--- src/rtl/tpg_pkg.sv ---
package tpg_pkg;

    localparam int NUM_PIPES = 2;
    localparam int PAR_MAX_W = 128;

    typedef struct packed {
        logic err;
        logic uncorr;
    } pipe_res_t;

    function automatic logic parity_odd(input logic [PAR_MAX_W-1:0] bits);
        return ^bits;
    endfunction

endpackage

--- src/rtl/tpg_pipe_check.sv ---
module tpg_pipe_check
    import tpg_pkg::*;
#(
    parameter int TAG_W = 20
) (
    input  logic             vld,
    input  logic             retry,
    input  logic             chk_en,
    input  logic [TAG_W-1:0] tag,
    input  logic             par,
    output pipe_res_t        res
);
    localparam int WORD_W = TAG_W + 1;

    logic [PAR_MAX_W-1:0] word_ext;
    logic                 bad;

    always_comb begin
        word_ext = '0;
        word_ext[WORD_W-1:0] = {par, tag};
        bad = parity_odd(word_ext);
        res.err    = vld & chk_en & bad;
        res.uncorr = vld & chk_en & bad & retry;
    end

    // no error is reported without a valid, enabled read
    always_comb begin
        a_r2_gate: assert (!(res.err && !(vld && chk_en)));
    end

endmodule

--- src/rtl/tpg_status.sv ---
module tpg_status
    import tpg_pkg::*;
#(
    parameter int VA_W = 44
) (
    input  logic                           clk,
    input  logic                           rst,
    input  logic [NUM_PIPES-1:0]           err,
    input  logic [NUM_PIPES-1:0]           uncorr,
    input  logic [NUM_PIPES-1:0][VA_W-1:0] va,
    input  logic [NUM_PIPES-1:0]           clr_stat,
    input  logic                           clr_va,
    output logic [NUM_PIPES-1:0]           stat_q,
    output logic [VA_W-1:0]                va_q,
    output logic                           uncorr_q
);
    logic [VA_W-1:0] cap_va;
    logic            any_new;
    logic            locked;

    always_comb begin
        cap_va = '0;
        for (int i = NUM_PIPES - 1; i >= 0; i--) begin
            if (err[i]) cap_va = va[i];
        end
        any_new = |err;
        locked  = |stat_q;
    end

    always_ff @(posedge clk) begin
        if (rst) begin
            stat_q   <= '0;
            va_q     <= '0;
            uncorr_q <= 1'b0;
        end else begin
            stat_q <= (stat_q & ~clr_stat) | err;
            if (any_new && !locked)
                va_q <= cap_va;
            else if (clr_va)
                va_q <= '0;
            if (|uncorr)
                uncorr_q <= 1'b1;
            else if (clr_va)
                uncorr_q <= 1'b0;
        end
    end

    generate
        for (genvar g = 0; g < NUM_PIPES; g++) begin : g_stat_chk
            // a status bit rises only from its own pipe
            a_r3_own_pipe: assert property (@(posedge clk) disable iff (rst)
                $rose(stat_q[g]) |-> $past(err[g]));
            // set has priority over clear
            a_r3_set_wins: assert property (@(posedge clk) disable iff (rst)
                err[g] |=> stat_q[g]);
        end
    endgenerate

    // address frozen while locked unless cleared
    a_r5_va_locked: assert property (@(posedge clk) disable iff (rst)
        (locked && !clr_va) |=> $stable(va_q));
    // uncorrectable flag rises only on a retried error
    a_r6_uncorr_src: assert property (@(posedge clk) disable iff (rst)
        $rose(uncorr_q) |-> $past(|uncorr));

endmodule

--- src/rtl/tpg_mchk.sv ---
module tpg_mchk (
    input  logic clk,
    input  logic rst,
    input  logic new_err,
    input  logic mchk_en,
    input  logic priv_mode,
    output logic req
);
    logic pend_q;

    assign req = pend_q & ~priv_mode;

    always_ff @(posedge clk) begin
        if (rst)
            pend_q <= 1'b0;
        else
            pend_q <= (pend_q & ~req) | (new_err & mchk_en);
    end

    // pending only from an enabled error
    a_r7_enabled_only: assert property (@(posedge clk) disable iff (rst)
        $rose(pend_q) |-> $past(new_err && mchk_en));
    // held while privileged
    a_r8_hold_priv: assert property (@(posedge clk) disable iff (rst)
        (pend_q && priv_mode) |=> pend_q);
    // no request in privileged mode
    a_r8_no_req_priv: assert property (@(posedge clk) disable iff (rst)
        priv_mode |-> !req);

endmodule

--- src/rtl/tag_parity_guard.sv ---
module tag_parity_guard
    import tpg_pkg::*;
#(
    parameter int TAG_W = 20,
    parameter int VA_W  = 44
) (
    input  logic                           clk,
    input  logic                           rst,
    input  logic                           chk_en,
    input  logic                           mchk_en,
    input  logic                           priv_mode,
    input  logic [NUM_PIPES-1:0]           pipe_vld,
    input  logic [NUM_PIPES-1:0]           pipe_retry,
    input  logic [NUM_PIPES-1:0][TAG_W-1:0] pipe_tag,
    input  logic [NUM_PIPES-1:0]           pipe_par,
    input  logic [NUM_PIPES-1:0][VA_W-1:0] pipe_va,
    input  logic [NUM_PIPES-1:0]           clr_stat,
    input  logic                           clr_va,
    output logic [NUM_PIPES-1:0]           err_stat,
    output logic [VA_W-1:0]                err_va,
    output logic                           err_uncorr,
    output logic                           mchk_req
);
    pipe_res_t            res [NUM_PIPES];
    logic [NUM_PIPES-1:0] err_v;
    logic [NUM_PIPES-1:0] unc_v;

    generate
        for (genvar p = 0; p < NUM_PIPES; p++) begin : g_pipe
            tpg_pipe_check #(.TAG_W(TAG_W)) u_chk (
                .vld    (pipe_vld[p]),
                .retry  (pipe_retry[p]),
                .chk_en (chk_en),
                .tag    (pipe_tag[p]),
                .par    (pipe_par[p]),
                .res    (res[p])
            );
            assign err_v[p] = res[p].err;
            assign unc_v[p] = res[p].uncorr;
        end
    endgenerate

    tpg_status #(.VA_W(VA_W)) u_status (
        .clk      (clk),
        .rst      (rst),
        .err      (err_v),
        .uncorr   (unc_v),
        .va       (pipe_va),
        .clr_stat (clr_stat),
        .clr_va   (clr_va),
        .stat_q   (err_stat),
        .va_q     (err_va),
        .uncorr_q (err_uncorr)
    );

    tpg_mchk u_mchk (
        .clk       (clk),
        .rst       (rst),
        .new_err   (|err_v),
        .mchk_en   (mchk_en),
        .priv_mode (priv_mode),
        .req       (mchk_req)
    );

    // disabled checking never raises a status bit
    a_r2_no_status_off: assert property (@(posedge clk) disable iff (rst)
        !chk_en |=> !$rose(|err_stat));

endmodule

--- config.mk ---
export PLATFORM = sky130hd
export DESIGN_NAME = tag_parity_guard
export DESIGN_NICKNAME = d
export VERILOG_FILES = /design/src/rtl/tpg_pkg.sv /design/src/rtl/tpg_pipe_check.sv /design/src/rtl/tpg_status.sv /design/src/rtl/tpg_mchk.sv /design/src/rtl/tag_parity_guard.sv
export SDC_FILE = /design/constraint.sdc
export NUM_CORES = 1
export LEC_CHECK = 0
export ABC_CLOCK_PERIOD_IN_PS = 2600
export BUFFER_PORTS_ARGS = -buffer_cell sky130_fd_sc_hd__buf_2
export CAP_MARGIN = 40
export CORE_MARGIN = 1
export CORE_UTILIZATION = 30
export CTS_CLUSTER_DIAMETER = 50
export DETAILED_ROUTE_END_ITERATION = 8
export HOLD_SLACK_MARGIN = 0.15
export PLACE_DENSITY = 0.6
export SLEW_MARGIN = 20
export SYNTH_ARGS = -nofsm -noshare
export SYNTH_HDL_FRONTEND = slang
export SYNTH_SLANG_ARGS = --single-unit
--- constraint.sdc ---
create_clock -name clk -period 2.6 [get_ports clk]
set_input_delay 0.52 -clock clk [delete_from_list [all_inputs] [get_ports clk]]
set_output_delay 0.52 -clock clk [all_outputs]
set_load 0.005 [all_outputs]
# After elaboration in Yosys (flattened, before gate mapping)
# Index checks and enable logic that the tools add are counted.
# word_totals
regBits	48
out_inout_bits	48
wordCells	34
in_bits	142
# classes
n_mux	6
bitwise_logic	15
reduce_logical	9
# ops
operator	count
128-bit parity	2
44-bit two-way mux	4
1-bit bitwise AND	9
2-bit OR reduction	3
2-bit nonzero test	2
2-bit bitwise AND	1
1-bit two-way mux	2
1-bit inverter	2
2-bit inverter	1
2-bit bitwise OR	1
1-bit logical AND	1
1-bit zero test	1
1-bit bitwise OR	1

# Longest topological paths before layout
# logic_depth
word_depth	5
ltp_mapped	8
ltp_nobuf	6

# By module
# Synthesis repeated with hierarchy kept, for this count alone.
# hier_totals
cells_unflattened	219
hier_area_um2	2765.2
# by_module_without_submodules
module	area_per_inst_um2	n_inst	cells_each
tpg_status	2213.4	1	170
tpg_pipe_check	252.7	2	22
tpg_mchk	40.0	1	4
tag_parity_guard	6.3	1	1

# Least setup slack after synthesis
# No wires, ideal clock.
# synth_timing
path_type	input port to flip-flop
startpoint	input port pipe_tag[16] (netlist bit)
endpoint	register u_status.va_q[20]
t_arrival_ns	2.723
setup_slack_ns	-0.195
path_stages	7
path_cell_list	xnor3_1 > xnor3_1 > xnor3_1 > mux2_4 > a2111oi_4 > buf_6 > o2bb2ai_2
# synth_via
elab_chain_len	5
elab_cells_between_ends	7
classes_between	mux: 2; bitwise: 1; reduce/logical: 4
# synth_rtl
item	line	rtl
from (decl)	tag_parity_guard.sv:14	input logic [NUM_PIPES-1:0][TAG_W-1:0] pipe_tag,
128-bit parity (*)	tpg_pkg.sv:12	return ^bits;
1-bit bitwise AND (*)	tpg_pipe_check.sv:22	res.err = vld & chk_en & bad;
2-bit OR reduction	tpg_status.sv:26	any_new = |err;
1-bit logical AND	tpg_status.sv:37	if (any_new && !locked)
44-bit two-way mux or 2-bit nonzero test (tied branches)	n/a	
to (signal assigned)	tpg_status.sv:38	va_q <= cap_va;
to (decl)	tpg_status.sv:14	output logic [VA_W-1:0] va_q,
# Mark *: on every way between the ends. The rest lies on a longest branch, timed or not.
# A chain may end at the register's enable or synchronous reset.

# Worst setup path after layout
# layout_timing
startpoint	input port pipe_tag[14] (netlist bit)
endpoint	register u_status.va_q[36]
# Same word-level chain as after synthesis.

==> results.cfg <==
[routing]
route.antenna.remaining_nets = 0
wl_per_cell_microns = 14.90
routed_wl_microns = 10150
drtIter0Drc = 116
vias = 3439
drc = 0
vias_per_cell = 5.050
drt_pass1_iterations = 4

[placement]
place_hpwl_microns = 7271
routabilityCongestion = 0.7246
place_inst = 674
port_buffers = 189

[logic_synthesis]
synth-seq-cells = 48
avgSynthCellArea_sq_um = 9.580
synth_top_area_cell = dfxtp_1
syn_inst = 367
synth_seq_area_share_pct = 27.33
yosys.area.top_type_share_pct = 27.33
synth_nets = 509
yosysWarnings = 0
synth_area_sq_mm = 0.003516
synth.distinct_cells = 27
synthTopCellsByArea = dfxtp_1 27%, mux2i_1 26%, nand3_1 13%, o2bb2ai_1 8.0%, xnor3_1 5.1%

[power_and_ir_drop]
irDropWorstVdd_v = 0.0005384
switching_power_uw = 1362
power_frac_clock_pct = 17.3
p_seq_share_pct = 27.3
switching_share_pct = 38.50
p_int_uw = 2175
leakagePower_uw = 0.002419
combPwrFrac_pct = 55.4
power_density_mw_per_mm2 = 738.7

[global_route]
antenna_found_initial = 0
grt_pass1_vias = 3030
grt_first_pass_wirelength_microns = 14900
grt_overflow = 0
track_usage_pct = 15.69
grt_start_max_net_pins = 89

[clock_tree]
holdBufCountCts = 0
clk_latency_ps = 280
h-tree-depth = 2
clock-sinks = 48
clockRootBuffer = clkbuf_16
post_cts_buffers = 0
cts_buffer_depth = 2
tritoncts = done
cts_resized = 0
cts_buffers = 5
clk_pin_slew_worst_paths_ps = 60

[sta]
min_period_ps = 2403
rsz0062_at_grt = false
whs_ps = 458.2
setup_viol = 0
maxSlewViolCount = 0
worst_pin_slew_ps = 550.6
fin_setup_tns_ps = 0
skew_ps = 2.927
final_hold_viol_count = 0
max_freq_ghz = 0.4162
slew_headroom_pct = 63.29
min_period_over_period_pct = 92.41

[die]
die_h_microns = 110.3
dieArea_sq_mm = 0.01216
die_w_microns = 110.3
ioPinCount = 190
num_rows = 39
core_area_sq_mm = 0.01142
initial_core_util_pct = 30.79

[layout]
layout_commonest_cell = buf_2
num_antenna_cells = 0
layoutNonFillerInstCount = 681
layout-drive-gt1-share_pct = 42.19
most-common-layout-cells = 189 x buf_2, 90 x mux2i_1, 88 x nand3_1
area_delta_synth_final_pct = 36.19
fin_nets = 680

[critical_path]
critPathRequiredTime_ps = 2800
cp-startpoint = pipe_tag[14]
start_kind = primary input
reg2reg_from = u_status.stat_q[1]$_SDFF_PP0_
crit_fanout = 43
cp-end-kind = register
crit_type = in -> reg
cp.arrival_ps = 2610

[worst_hold_path]
worstHoldStart = u_status.va_q[19]$_SDFFE_PP0P_
hold_path.class = reg -> reg

[job]
cap_viol_max_count = 0

[outcome]
status = complete, no violations
[worst max-delay path, cell delays in order]
cell and delay [ps]:
buf_2 100, xor2_1 160, xnor3_1 420, xnor3_1 260, mux2_4 330, a2111oi_4 350, buf_12 270, o2bb2ai_1 150
[final timing paths]
path	endpoint	slack, ps	cells after the start
worst max-delay path	u_status.va_q[36]$_SDFFE_PP0P_	200	8
worst min-delay path	u_status.va_q[19]$_SDFFE_PP0P_	460	1
worst max register to register	u_status.va_q[36]$_SDFFE_PP0P_	810	6
worst min register to register	u_status.va_q[19]$_SDFFE_PP0P_	460	1
[through the flow]
stage	instance area [sq um]	total power [uW]	setup WS [ps]	utilization (%)
after floorplan	3522	2311	18.72	-
after global placement	4627	2893	-34.07	40.52
after detailed placement	4654	2956	-91.36	40.76
after CTS	4788	3583	181.7	41.94
after global routing	4788	3749	111.8	41.94
final	4788	3537	197.4	41.94
[power by group through the flow]
stage / Sequential (uW) / Clock [uW] / Combinational [uW]
floorplan: 983 / 0 / 1330
global placement: 983 / 0 / 1910
detailed placement: 977 / 0 / 1980
CTS: 967 / 635 / 1980
global route: 980 / 660 / 2110
finish: 966 / 612 / 1960
[sequential cells by signal, summed over array words and instances, names as in the netlist]
signal / count
u_mchk.pend_q: 1
u_status.uncorr_q: 1
u_status.va_q: 44
u_status.stat_q: 2
[synthesized netlist by cell type]
master and number:
mux2i_1 91, nand3_1 88, dfxtp_1 48, o2bb2ai_1 32
clkbuf_1 23, xnor2_1 19, o2bb2ai_2 11, buf_2 10
xnor3_1 8, nand2_1 5, a21oi_1 4, buf_6 4
nand2b_1 3, nor2_1 3, xor2_1 3, nor2b_1 2
nor3_1 2, o21ai_0 2, a2111oi_4 1, a221oi_1 1
a22oi_1 1, and2_1 1, buf_1 1, inv_1 1
mux2_4 1, or3_1 1, xor3_1 1
[kinds of logic after synthesis]
| logic type | Yosys count | synth area share, % |
|---|---|---|
| AOI/OAI and AO/OA | 52 | 14.77 |
| xor gates and xnor gates | 31 | 11.28 |
| buffers and inverters | 39 | 5.373 |
| DFF | 48 | 27.33 |
| muxes | 92 | 26.33 |
| and+or+nand+nor | 105 | 14.91 |
[area by class of cell]
type	count	area, sq um
Clock buffer	6	128.9
Inverter	1	3.754
Clock inverter	1	5.005
Multi-Input combinational cell	280	2385
Tap cell	143	178.9
Sequential cell	48	960.9
Fill cell	1137	6630
Timing Repair Buffer	202	1126
[routing by layer]
metal / up-vias / track usage (%) / wire length [microns]
met2: 135 / 27.68 / 5022
met1: 1591 / 19.72 / 4390
met3: 6 / 2.646 / 657
met5: - / 0 / 0
li1: 1707 / - / -
met4: 0 / 3.853 / 75
No activity file was read; power rests on OpenSTA's default activity.
